[src/rtl/xbh_pkg.sv]
package xbh_pkg;

    typedef enum logic [1:0] {
        ST_OWN   = 2'd0,
        ST_HAND  = 2'd1,
        ST_GRANT = 2'd2,
        ST_BACK  = 2'd3
    } xbh_state_e;

    typedef struct packed {
        logic wr_strobe;
        logic rd_strobe;
        logic io_sel;
        logic boot_sel;
        logic mem_sel;
        logic data;
        logic addr;
    } xbh_drv_s;

    localparam int DRV_W = $bits(xbh_drv_s);

    function automatic xbh_drv_s drv_all(input logic on);
        xbh_drv_s d;
        d.wr_strobe = on;
        d.rd_strobe = on;
        d.io_sel    = on;
        d.boot_sel  = on;
        d.mem_sel   = on;
        d.data      = on;
        d.addr      = on;
        return d;
    endfunction

    function automatic logic owns_port(input xbh_state_e st);
        return st == ST_OWN;
    endfunction

endpackage

[src/rtl/xbh_sync.sv]
module xbh_sync #(
    parameter int STAGES = 2
) (
    input  logic clk,
    input  logic rst,
    input  logic async_n,
    output logic req
);
    localparam int N = (STAGES < 2) ? 2 : STAGES;

    logic [N-1:0] chain;

    genvar g;
    generate
        for (g = 0; g < N; g++) begin : g_stage
            if (g == 0) begin : g_first
                always_ff @(posedge clk) begin
                    if (rst) chain[g] <= 1'b0;
                    else     chain[g] <= ~async_n;
                end
            end else begin : g_rest
                always_ff @(posedge clk) begin
                    if (rst) chain[g] <= 1'b0;
                    else     chain[g] <= chain[g-1];
                end
            end
        end
    endgenerate

    assign req = chain[N-1];
endmodule

[src/rtl/xbh_xfer_track.sv]
module xbh_xfer_track #(
    parameter int XFER_CYC = 2
) (
    input  logic clk,
    input  logic rst,
    input  logic core_go,
    input  logic core_wr,
    input  logic core_lock,
    input  logic dma_go,
    output logic busy,
    output logic lock_pend
);
    localparam int CYC   = (XFER_CYC < 1) ? 1 : XFER_CYC;
    localparam int CNT_W = $clog2(CYC + 1);
    localparam logic [CNT_W-1:0] LOAD = CNT_W'(CYC - 1);

    logic [CNT_W-1:0] cnt;

    always_ff @(posedge clk) begin
        if (rst) begin
            cnt <= '0;
        end else if (core_go || dma_go) begin
            cnt <= LOAD;
        end else if (cnt != '0) begin
            cnt <= cnt - 1'b1;
        end
    end

    always_ff @(posedge clk) begin
        if (rst) begin
            lock_pend <= 1'b0;
        end else if (core_go) begin
            lock_pend <= core_lock & ~core_wr;
        end
    end

    assign busy = (cnt != '0);
endmodule

[src/rtl/xbh_ctrl.sv]
module xbh_ctrl
    import xbh_pkg::*;
(
    input  logic       clk,
    input  logic       rst,
    input  logic       req_sync,
    input  logic       core_req,
    input  logic       dma_req,
    input  logic       excl_mode,
    input  logic       busy,
    input  logic       lock_pend,
    output xbh_state_e state,
    output logic       core_go,
    output logic       dma_go
);
    logic own;
    logic dma_blocks;
    logic grant_start;
    xbh_state_e nxt;

    assign own         = owns_port(state);
    assign dma_blocks  = dma_req & ~excl_mode;
    assign grant_start = own & req_sync & ~busy & ~lock_pend
                         & ~core_req & ~dma_blocks;
    assign core_go     = own & ~busy & core_req;
    assign dma_go      = own & ~busy & ~core_req & dma_req & ~grant_start;

    always_comb begin
        nxt = state;
        unique case (state)
            ST_OWN:   if (grant_start) nxt = ST_HAND;
            ST_HAND:  nxt = ST_GRANT;
            ST_GRANT: if (!req_sync) nxt = ST_BACK;
            ST_BACK:  nxt = ST_OWN;
            default:  nxt = ST_OWN;
        endcase
    end

    always_ff @(posedge clk) begin
        if (rst) state <= ST_OWN;
        else     state <= nxt;
    end
endmodule

[src/rtl/xbus_handoff.sv]
module xbus_handoff
    import xbh_pkg::*;
#(
    parameter int SYNC_STAGES = 2,
    parameter int XFER_CYC    = 2
) (
    input  logic             clk,
    input  logic             rst,
    input  logic             xreq_n,
    input  logic             excl_mode,
    input  logic             core_req,
    input  logic             core_wr,
    input  logic             core_lock,
    input  logic             dma_req,
    output logic             xgnt_n,
    output logic             held_off,
    output logic             core_stall,
    output logic             dma_stall,
    output logic [DRV_W-1:0] drv_en
);
    logic       req_sync;
    logic       busy;
    logic       lock_pend;
    logic       core_go;
    logic       dma_go;
    xbh_state_e state;
    xbh_drv_s   drv;

    xbh_sync #(.STAGES(SYNC_STAGES)) u_sync (
        .clk     (clk),
        .rst     (rst),
        .async_n (xreq_n),
        .req     (req_sync)
    );

    xbh_xfer_track #(.XFER_CYC(XFER_CYC)) u_track (
        .clk       (clk),
        .rst       (rst),
        .core_go   (core_go),
        .core_wr   (core_wr),
        .core_lock (core_lock),
        .dma_go    (dma_go),
        .busy      (busy),
        .lock_pend (lock_pend)
    );

    xbh_ctrl u_ctrl (
        .clk       (clk),
        .rst       (rst),
        .req_sync  (req_sync),
        .core_req  (core_req),
        .dma_req   (dma_req),
        .excl_mode (excl_mode),
        .busy      (busy),
        .lock_pend (lock_pend),
        .state     (state),
        .core_go   (core_go),
        .dma_go    (dma_go)
    );

    assign drv        = drv_all(owns_port(state));
    assign drv_en     = drv;
    assign xgnt_n     = (state != ST_GRANT);
    assign held_off   = (core_req | dma_req) & ~owns_port(state);
    assign core_stall = core_req & ~core_go;
    assign dma_stall  = dma_req & ~dma_go;
endmodule

[config.mk]
export PLATFORM = sky130hd
export DESIGN_NAME = xbus_handoff
export DESIGN_NICKNAME = d
export VERILOG_FILES = /design/src/rtl/xbh_pkg.sv /design/src/rtl/xbh_sync.sv /design/src/rtl/xbh_xfer_track.sv /design/src/rtl/xbh_ctrl.sv /design/src/rtl/xbus_handoff.sv
export SDC_FILE = /design/constraint.sdc
export NUM_CORES = 1
export LEC_CHECK = 0
export ABC_AREA = 1
export BUFFER_PORTS_ARGS = -buffer_cell sky130_fd_sc_hd__buf_2
export CAP_MARGIN = 20
export CORE_AREA = 2 2 39 41
export DETAILED_ROUTE_END_ITERATION = 8
export DIE_AREA = 0 0 41 43
export HOLD_SLACK_MARGIN = 0.06
export PLACE_DENSITY_LB_ADDON = 0.15
export SYNTH_ARGS = -nofsm -noshare
export SYNTH_HDL_FRONTEND = slang
export SYNTH_SLANG_ARGS = --single-unit
[constraint.sdc]
create_clock -name clk -period 1.82 [get_ports clk]
set_input_delay 0.364 -clock clk [delete_from_list [all_inputs] [get_ports clk]]
set_output_delay 0.364 -clock clk [all_outputs]
set_load 0.02 [all_outputs]
Word-level counts from Yosys, hierarchy flattened --
Cells that the tools add are included.
Operators by class: $add $sub $neg 1, eq/ne operators 6, multiplexer cells 5, bitwise gates (word level) 27, reduce and logical (&&, ||, !) cells 6
Operators with widths (count):
- $and 1x1->1 | 15
- $not 1->1 | 11
- $pmux 2 s4 | 1
- $ne 2x2->1 const B | 3
- $eq 2x2->1 const B | 2
- $mux 2 | 2
- $reduce_bool 2->1 | 2
- $eq 2x1->1 const B | 1
- $logic_not 2->1 | 1
- $mux 1 | 2
- $reduce_and 2->1 | 1
- $reduce_or 2->1 | 1
- $sub 2x1->2 const B | 1
- $logic_or 1x1->1 | 1
- $or 1x1->1 | 1
Storage, ports and cells: register bits 7, output and inout port bits 11, word-level logic and storage cells 51

Depth between registers and ports, before layout --
Gate-level depths: netlist of run 1.
depth after elaboration 10, gate-level depth with buffers 9

Hierarchy --
From an unflattened synthesis of run 1, not the netlist that was laid out.
Second synthesis, totals: cells, all modules 74, area total of the unflattened synthesis 486.7 um^2
By module, submodules not included:
- xbh_ctrl | instances 1, cells each 32, area each 201.4 um^2, sequential area each 40.0 um^2
- xbh_xfer_track | instances 1, cells each 22, area each 147.6 um^2, sequential area each 60.1 um^2
- xbus_handoff | instances 1, cells each 15, area each 83.8 um^2, sequential area each 0.0 um^2
- xbh_sync | instances 1, cells each 5, area each 53.8 um^2, sequential area each 40.0 um^2

Worst setup path before layout of run 1 --
No wires, ideal clock.
kind flip-flop to output port, from register u_ctrl.state[1], to output port dma_stall, arrival 1241 ps, data required time 1456 ps, slack 215 ps, stages on the path, launching flop included 6, path through dfxtp_1 -> inv_1 -> ha_1 -> nand2_2 -> nor2_4 -> a21oi_1
Between the ends: cells in the longest elaborated chain, start to end 10, elaborated cells between the ends (all ways) 13, classes of those cells bitwise: 12; reduce/logical: 1
Ends and longest elaborated chain:
- start: declaration | line xbh_ctrl.sv:12 | output xbh_state_e state,
- start signal: assignment | line xbh_ctrl.sv:41 | else state <= nxt;
- $logic_not 2->1 * | line xbh_pkg.sv:35 | return st == ST_OWN;
- named net u_ctrl.own | line xbh_ctrl.sv:16 | logic own;
- $and 1x1->1 (3 in series) | line xbh_ctrl.sv:23 | assign grant_start = own & req_sync & ~busy & ~lock_pend
- $and 1x1->1 (2 in series) | line xbh_ctrl.sv:24 | & ~core_req & ~dma_blocks;
- $not 1->1 | line xbh_ctrl.sv:26 | assign dma_go = own & ~busy & ~core_req & dma_req & ~grant_start;
- $and 1x1->1 * | line xbh_ctrl.sv:26
- $not 1->1 * | line xbus_handoff.sv:66 | assign dma_stall = dma_req & ~dma_go;
- $and 1x1->1 * | line xbus_handoff.sv:66
- end: declaration | line xbus_handoff.sv:18 | output logic dma_stall,
Mark *: on every way through the listed nets, which the timed path passes. The rest lies on a longest branch.

Worst setup path after layout of run 1 --
from register u_ctrl.state[0], to output port dma_stall
Between the ends: cells in the longest elaborated chain, start to end 10, elaborated cells between the ends (all ways) 13, classes of those cells bitwise: 12; reduce/logical: 1
Ends and longest elaborated chain (line):
- $logic_not 2->1 * | xbh_pkg.sv:35
- $and 1x1->1 (3 in series) | xbh_ctrl.sv:23
- $and 1x1->1 (2 in series) | xbh_ctrl.sv:24
- $not 1->1 | xbh_ctrl.sv:26
- $and 1x1->1 * | xbh_ctrl.sv:26
- $not 1->1 * | xbus_handoff.sv:66
- $and 1x1->1 * | xbus_handoff.sv:66
Every way passes the cells marked *; elsewhere a longest branch is shown, timed or not.

==> results of run 1 <==
critical path, stage by stage, from the launching register on:
cell	delay, ns
dfxtp_1	0.32
inv_1	0.07
ha_2	0.22
nand2_2	0.10
nor2_4	0.04
a21oi_1	0.12
buf_2	0.17
routing by layer:
layer  share of wire (%)  vias up
li1                    -      224
met1                  46      186
met2                  47       14
met3                 6.2        0
met4                   0        0
met5                   0        -
synthesized netlist by cell type (2+ instances only):
master | instances | area, um^2
inv_1 | 13 | 48.8
nand2_1 | 8 | 30.0
buf_4 | 7 | 52.6
dfxtp_1 | 7 | 140
nor2_1 | 7 | 26.3
a21oi_1 | 6 | 30.0
ha_1 | 4 | 50.1
nand3_1 | 3 | 15.0
nand2_2 | 2 | 12.5
flip-flops by register name (all words and copies together), names as in the netlist:
register / cells
u_track.lock_pend: 1
u_sync.chain: 1
u_sync.req: 1
u_ctrl.state: 2
u_track.cnt: 2
final cells by class:
class / instances / area share (%)
clock buffer: 4 / 4.65
inverter: 13 / 8.63
multi-input combinational: 38 / 40.9
sequential: 7 / 25.0
tap: 16 / 3.54
timing repair buffer: 19 / 17.3
metrics by stage:
step | power, mW | worst slack, ns | cells | cell area, um^2 | hold WS (ns)
floorplan | 0.809 | 0.215 | 65 | 468 | 0.388
global placement | 0.874 | 0.346 | 93 | 533 | 0.390
detailed placement | 0.876 | 0.324 | 93 | 533 | 0.398
CTS | 1.02 | 0.0565 | 97 | 559 | 0.260
global route | 1.12 | 0.0608 | 97 | 566 | 0.260
finish | 1.01 | 0.156 | 97 | 566 | 0.263
cells by family after synthesis:
group           after synthesis  share of synthesized area (%)
xor+xnor                      1                           1.87
flops                         7                           29.9
compound gates                8                           9.36
simple gates                 25                           26.5
buf+inv                      20                           21.7
fa+ha+maj                     4                           10.7
worst max-delay path by stage:
| stage | start | end | cells past startpoint |
|---|---|---|---|
| 2_1_floorplan | u_ctrl.state[1] | dma_stall | 5 |
| 3_3_place_gp | u_ctrl.state[1] | dma_stall | 6 |
| 3_5_place_dp | u_ctrl.state[1] | dma_stall | 6 |
| 4_1_cts | u_ctrl.state[1] | dma_stall | 6 |
| 5_1_grt | u_ctrl.state[0] | dma_stall | 6 |
| 6_report | u_ctrl.state[0] | dma_stall | 6 |
power groups by stage:
stage	Combinational (mW)	Clock [mW]	Sequential, mW
2_1_floorplan	0.590	0	0.219
3_3_place_gp	0.652	0	0.222
3_5_place_dp	0.653	0	0.222
4_1_cts	0.655	0.141	0.219
5_1_grt	0.738	0.152	0.226
6_report	0.656	0.136	0.221
==> impl_metrics.json, run 1 <==
{
  "yosys_warnings": 0,
  "slew_viol_final": 0,
  "ant_nets": 0,
  "synth_cell_type_count": 17,
  "met1_usage_pct": 12.5,
  "skew_ns": 0.00296,
  "worst_pin_slew_ns": 0.193,
  "grt_antenna_before_repair": 0,
  "cts_tree": "built",
  "die_x_um": 41,
  "period_needed_ns": 1.66,
  "seq_area_frac_synth_pct": 29.9,
  "ff2ff_setup_slack_ns": 0.54,
  "final_util_pct": 40.9,
  "postCtsSetupRepairBufs": 0,
  "fin_nets": 94,
  "clockBufferDepth": 2,
  "p_comb_share_pct": 64.7,
  "diodes": 0,
  "met3_usage_pct": 1.57,
  "die_area_um2": 1760,
  "avgSynthCellArea_um2": 7.20,
  "drv_cap": 0,
  "grt-ovfl-total": 0,
  "holdPathEnd": "u_sync.chain[0]",
  "ys_ff_latch": 7,
  "synthesis.instances": 65,
  "switchingPower_uw": 483,
  "synth_edf_count": 0,
  "n_fill_cell": 148,
  "holdPathStages": 2,
  "clock_sinks": 7,
  "met2_usage_pct": 14.4,
  "final_common_cell": "buf_2",
  "crit_path_end_kind": "primary output",
  "synth-async-reset-ratio_pct": 0,
  "startpoint_type": "flop",
  "wl_um": 755,
  "routabilityCongestion": 0.712,
  "finalSetupViolCount": 0,
  "netlist_area_um2": 468,
  "reg2reg_from": "u_ctrl.state[0]",
  "slew_headroom_pct": 87.1,
  "vias": 424,
  "synth_ff_type": "dfxtp_1",
  "io_buffer_count": 18,
  "leakage_nw": 0.286,
  "numCtsBuffers": 3,
  "peakVddDrop_mv": 0.544,
  "switching_share_pct": 47.7,
  "grt_pass1_vias": 329,
  "busiest_layer": "met2",
  "routedWlPerCell_um": 7.78,
  "rsz0062_at_grt": "no",
  "timing.rr.end": "u_ctrl.state[0]",
  "critPathRequiredTime_ns": 1.46,
  "fin_setup_tns_ns": 0,
  "multi_input_area_um2": 231,
  "mostFrequentLayoutCells": "buf_2 (18), inv_1 (13), nand2_1 (8)",
  "drive_gt1_share_pct": 38.3,
  "grtUsageTotal_pct": 9.70,
  "period_share_pct": 91.4,
  "seq_power_share_pct": 21.8,
  "powerDensity_nw_per_um2": 1790,
  "final-seq-area_um2": 141,
  "synth_nets": 77,
  "intPower_uw": 529,
  "dr.pass1.iters": 3,
  "pin_count": 19,
  "row_count": 14,
  "max_freq_ghz": 0.601,
  "min_from": "xreq_n",
  "grt_max_degree": 9,
  "crit_fanout": 5,
  "start_util_pct": 33.8,
  "critPathKind": "reg2out",
  "grt_pass1_wl_um": 1190,
  "viasPerCell": 4.37,
  "ctsResizeCount": 0,
  "cts-root-buf": "clkbuf_4",
  "drc": 0,
  "hold_violations": 0,
  "fp.dieH_um": 43,
  "detailed_place_hpwl_um": 656,
  "status": "finished, final reports clean",
  "cts_max_level": 1,
  "cp.arrival_ns": 1.30,
  "cts_hold_buf": 0,
  "area_growth_pct": 20.9,
  "clockPowerShare_pct": 13.5,
  "dr.first_iter.drc_count": 5,
  "rr_worst_depth": 9,
  "hp-class": "in2reg",
  "insertion_delay_ns": 0.24,
  "clk_pin_slew_ns": 0.05,
  "core_area_um2": 1380
}
Note: power is estimated with default switching activity, not from simulation.
==> run 2: changes to the inputs <==
--- a/config.mk
+++ b/config.mk
@@ -13,6 +13,7 @@
 export DIE_AREA = 0 0 41 43
 export HOLD_SLACK_MARGIN = 0.06
 export PLACE_DENSITY_LB_ADDON = 0.15
+export REMOVE_ABC_BUFFERS = 1
 export SYNTH_ARGS = -nofsm -noshare
 export SYNTH_HDL_FRONTEND = slang
 export SYNTH_SLANG_ARGS = --single-unit
==> run 2 against run 1 <==
  * Die area is the same
  * Non-clock buffer count is the same
  * Count of clock-buffer cells in the layout is the same
  * Critical path type unchanged
  * Hold slack lost 0.00059 ns
  * First-iteration DRC count shrank 40%
  * Cell count is the same
  * Combinational power is essentially flat
==> impl_metrics.json, run 2 (same netlist as run 1, synthesis figures left out) <==
{
  "final-seq-area_um2": 140,
  "io_buffer_count": 18,
  "routabilityCongestion": 0.794,
  "fin_cells": 97,
  "dr.first_iter.drc_count": 3,
  "viasPerCell": 4.30,
  "startpoint_type": "flop",
  "finalSetupViolCount": 0,
  "hold_violations": 0,
  "area_growth_pct": 20.6,
  "detailed_place_hpwl_um": 661,
  "worst_pin_slew_ns": 0.189,
  "status": "finished, final reports clean",
  "cts_max_level": 1,
  "drv_cap": 0,
  "fp.dieH_um": 43,
  "grt_pass1_wl_um": 1120,
  "top_regs": "u_ctrl.state (2), u_track.cnt (2)",
  "peakVddDrop_mv": 0.418,
  "vias": 417,
  "cts_hold_buf": 0,
  "slew_viol_final": 0,
  "rsz0062_at_grt": "no",
  "drive_gt1_share_pct": 37.0,
  "grt_antenna_before_repair": 0,
  "seq_power_share_pct": 21.7,
  "wl_um": 749,
  "cp.arrival_ns": 1.33,
  "crit_path_end_kind": "primary output",
  "grt_pass1_vias": 320,
  "final_common_cell": "buf_2",
  "dr.pass1.iters": 4,
  "skew_ns": 0.00184,
  "routedWlPerCell_um": 7.72,
  "intPower_uw": 527,
  "mostFrequentLayoutCells": "buf_2 (18), inv_1 (13), nand2_1 (8)",
  "core_area_um2": 1380,
  "p_comb_share_pct": 65.0,
  "clk_pin_slew_ns": 0.05,
  "hold-worst-slack_ns": 0.263,
  "period_needed_ns": 1.70,
  "dpl.cell_count": 93,
  "insertion_delay_ns": 0.24,
  "drc": 0,
  "cts-root-buf": "clkbuf_4",
  "period_share_pct": 93.2,
  "hp-class": "in2reg",
  "max_freq_ghz": 0.589,
  "slew_headroom_pct": 87.3,
  "powerDensity_nw_per_um2": 1790,
  "multi_input_area_um2": 231,
  "grt_max_degree": 8,
  "switching_share_pct": 47.7,
  "ant_nets": 0,
  "row_count": 14,
  "grt-ovfl-total": 0,
  "diodes": 0,
  "numCtsBuffers": 3,
  "pin_count": 19,
  "cts_tree": "built",
  "fin_nets": 94,
  "post-place-ws_ns": 0.304,
  "switchingPower_uw": 482,
  "critPathKind": "reg2out",
  "clockBufferDepth": 2,
  "crit_fanout": 7,
  "clock_sinks": 7,
  "grtUsageTotal_pct": 9.69,
  "leakage_nw": 0.286,
  "die_area_um2": 1760,
  "n_fill_cell": 157,
  "die_x_um": 41,
  "fin_setup_tns_ns": 0,
  "fin_ws_ns": 0.123,
  "critPathRequiredTime_ns": 1.46,
  "start_util_pct": 33.8,
  "clockPowerShare_pct": 13.4
}
## run 2: cell counts in the layout (fill, tap and decap cells not counted)
Identical to the previous run, type by type.
## run 2: timing repair
action	in CTS	in global routing
resized for setup	0	2
setup buffers	0	0
endpoints found under the hold margin	0	0
setup endpoints to repair	0	1
## run 2: power groups by stage
stage	Combinational [mW]	Clock (mW)	Sequential (mW)
after floorplan	0.479	0	0.219
after global placement	0.660	0	0.221
after detailed placement	0.653	0	0.222
after CTS	0.656	0.143	0.219
after global routing	0.745	0.157	0.222
final	0.655	0.135	0.219
## run 2: worst max-delay path: stages (launching register included)
cell	delay (ns)
dfxtp_1	0.36
inv_1	0.07
ha_2	0.21
nand2_2	0.11
nor2_4	0.04
a21oi_1	0.13
buf_2	0.17
## run 2: metal layers
metal	vias to the layer above	track usage (%)	part of all wire (%)
li1	222	-	-
met1	177	10.1	43
met2	18	14.7	47
met3	0	3.14	10
met4	0	8.00	0
met5	-	0	0
## run 2: cell type report
cell class	count	area share [%]
clock buffers	4	4.66
inverters	13	8.65
multi-input cells	38	41.0
flip-flops and latches	7	24.8
well taps	16	3.55
repair buffers	19	17.3
## run 2: final timing paths
| path | from | end | slack (ns) | cells past startpoint |
|---|---|---|---|---|
| worst max-delay path | u_ctrl.state[1] | dma_stall | 0.12 | 6 |
| worst min-delay path | xreq_n | u_sync.chain[0] | 0.26 | 2 |
| worst max register to register | u_ctrl.state[0] | u_ctrl.state[0] | 0.53 | 9 |
| worst min register to register | u_sync.chain[0] | u_sync.req | 0.41 | 2 |
## run 2: through the flow
step | power [mW] | utilization, % | area, um^2
detailed placement | 0.875 | 38.5 | 533
floorplan | 0.697 | - | 415
global placement | 0.881 | 38.5 | 533
CTS | 1.02 | 40.4 | 559
finish | 1.01 | 40.8 | 564
global route | 1.12 | 40.8 | 564
==> run 3: changes to the inputs <==
--- a/config.mk
+++ b/config.mk
@@ -9,6 +9,7 @@
 export BUFFER_PORTS_ARGS = -buffer_cell sky130_fd_sc_hd__buf_2
 export CAP_MARGIN = 20
 export CORE_AREA = 2 2 39 41
+export CTS_CLUSTER_DIAMETER = 150
 export DETAILED_ROUTE_END_ITERATION = 8
 export DIE_AREA = 0 0 41 43
 export HOLD_SLACK_MARGIN = 0.06
@@ -16,4 +17,5 @@
 export REMOVE_ABC_BUFFERS = 1
 export SYNTH_ARGS = -nofsm -noshare
 export SYNTH_HDL_FRONTEND = slang
+export SYNTH_HIERARCHICAL = 1
 export SYNTH_SLANG_ARGS = --single-unit
==> run 3 against run 2 <==
  * First-iteration DRC count up 33%
  * Global-route usage up 0.89 points
  * Non-clock buffer count up 4
==> impl_metrics.json, run 3 <==
{
  "status": "finished, final reports clean",
  "drive_gt1_share_pct": 53.7,
  "reg2reg_from": "u_track/cnt[0]",
  "critPathKind": "reg2out",
  "cts_tree": "built",
  "detailed_place_hpwl_um": 672,
  "seq_area_frac_synth_pct": 28.8,
  "viasPerCell": 4.13,
  "ant_nets": 0,
  "die_area_um2": 1760,
  "critPathRequiredTime_ns": 1.46,
  "powerDensity_nw_per_um2": 1660,
  "period_needed_ns": 1.79,
  "yosysMostFrequentCell": "inv_1",
  "vias": 458,
  "synth-async-reset-ratio_pct": 0,
  "hold-worst-slack_ns": 0.256,
  "holdPathEnd": "u_sync/chain[0]",
  "insertion_delay_ns": 0.25,
  "dr.pass1.iters": 3,
  "worst_pin_slew_ns": 0.241,
  "row_count": 14,
  "pin_count": 19,
  "die_x_um": 41,
  "leakage_nw": 0.353,
  "io_buffer_count": 18,
  "top_regs": "u_ctrl/state (2), u_track/cnt (2)",
  "numCtsBuffers": 3,
  "synth_top_cell_by_area": "dfxtp_1",
  "diodes": 0,
  "ys_ff_latch": 7,
  "startpoint": "u_track/cnt[0]",
  "rr_worst_depth": 12,
  "grt_max_degree": 9,
  "grt_pass1_vias": 358,
  "fin_nets": 108,
  "slew_headroom_pct": 83.9,
  "min_from": "xreq_n",
  "grt-ovfl-total": 0,
  "rsz0062_at_grt": "yes",
  "drc": 0,
  "cts_hold_buf": 0,
  "fp.dieH_um": 43,
  "grt_antenna_before_repair": 0,
  "synth_cell_type_count": 15,
  "synth_common_cells": "inv_1 (16), nand2_1 (13), nor2_1 (9)",
  "final_common_cell": "buf_2",
  "cp.arrival_ns": 1.43,
  "crit_path_end_kind": "primary output",
  "synthesis.instances": 74,
  "crit_fanout": 4,
  "timing.rr.end": "u_track/cnt[0]",
  "drv_cap": 0,
  "n_fill_cell": 150,
  "max_freq_ghz": 0.558,
  "dpl_cell_area_um2": 559,
  "routedWlPerCell_um": 8.05,
  "dr.first_iter.drc_count": 4,
  "cts-root-buf": "clkbuf_4",
  "yosys_warnings": 6,
  "peakVddDrop_mv": 0.839,
  "synth.top_cell.area_share_pct": 28.8,
  "finalSetupViolCount": 0,
  "hold_violations": 0,
  "period_share_pct": 98.5,
  "startpoint_type": "flop",
  "clockBufferDepth": 2,
  "start_util_pct": 35.2,
  "slew_viol_final": 0,
  "hp-class": "in2reg",
  "skew_ns": 0.0105,
  "core_area_um2": 1380,
  "netlist_area_um2": 487,
  "synth_edf_count": 0,
  "cts_max_level": 1,
  "final_area_um2": 679,
  "grtUsageTotal_pct": 10.6,
  "clock_sinks": 7,
  "ff2ff_setup_slack_ns": 0.37,
  "area_growth_pct": 39.6,
  "grt_pass1_wl_um": 1260,
  "mostFrequentLayoutCells": "buf_2 (16), nand2_1 (13), inv_1 (12)",
  "avgSynthCellArea_um2": 6.58,
  "holdPathStages": 2,
  "clk_pin_slew_ns": 0.06,
  "synth_top_cells_by_area": "dfxtp_1 (29%), inv_1 (12%), ha_1 (10%), nand2_1 (10%), buf_4 (9.3%)",
  "wl_um": 894,
  "synth_ff_type": "dfxtp_1",
  "routabilityCongestion": 0.730
}
## run 3: power breakdown
group | internal [mW] | leakage (nW) | switching [mW]
clock | 0.0803 | 0.0177 | 0.0594
sequential | 0.204 | 0.0592 | 0.0368
combinational | 0.314 | 0.276 | 0.437
total | 0.598 | 0.353 | 0.533
## run 3: worst max-delay path by stage
stage	endpoint	slack [ns]	cells past startpoint
floorplan	held_off	-0.21	2
global placement	dma_stall	0.18	6
detailed placement	dma_stall	0.16	6
CTS	core_stall	0.02	6
global route	dma_stall	-0.06	8
finish	dma_stall	0.03	8
## run 3: repair_timing
action	4_1_cts	5_1_grt
resized for setup	5	14
buffers inserted	0	4
endpoints found under the setup margin	2	2
gates cloned	0	0
pin swaps	1	4
## run 3: area by class of cell
class,count,area [um^2],share of cell area (%)
Timing Repair Buffer,23,133,19.5
Tap cell,16,20.0,2.95
Clock buffer,3,22.5,3.31
Multi-Input combinational cell,43,287,42.2
Inverter,18,67.6,9.94
Clock inverter,1,5.00,0.737
Sequential cell,7,145,21.4
## run 3: cells by family (layout without fill, tap and decap cells)
kind of cell	Yosys count	in the layout	synth area share, %
buffers and inverters	24	45	23.1
AND/OR/NAND/NOR	34	34	31.9
adder cells (fa/ha/maj)	4	4	10.3
AO/OA/AOI/OAI	5	5	5.91
flip-flops	7	7	28.8
## run 3: metal layers
metal / global-route usage [%] / part of all wire (%)
met5: 0 / 0
met2: 13.4 / 46
met1: 14.3 / 49
met4: 8.00 / 0.89
met3: 3.14 / 4.3
## run 3: per-stage QoR
step                total power, mW  setup slack [ns]  utilization [%]  instances  TNS [ns]
CTS                           0.994            0.0174             43.9        107         0
finish                         1.13            0.0281             49.1        111         0
global placement              0.818             0.185             40.4        103         0
floorplan                     0.660            -0.213                -         68    -0.213
global route                   1.24           -0.0610             49.1        111   -0.0863
detailed placement            0.824             0.161             40.4        103         0
## run 3: critical path, cell delays in order (launching register included)
cell and delay [ns]:
dfxtp_2 0.32, inv_2 0.07, ha_4 0.13, inv_2 0.05, inv_2 0.06, nand2_4 0.06
nor4_4 0.28, nor2_1 0.06, buf_4 0.15
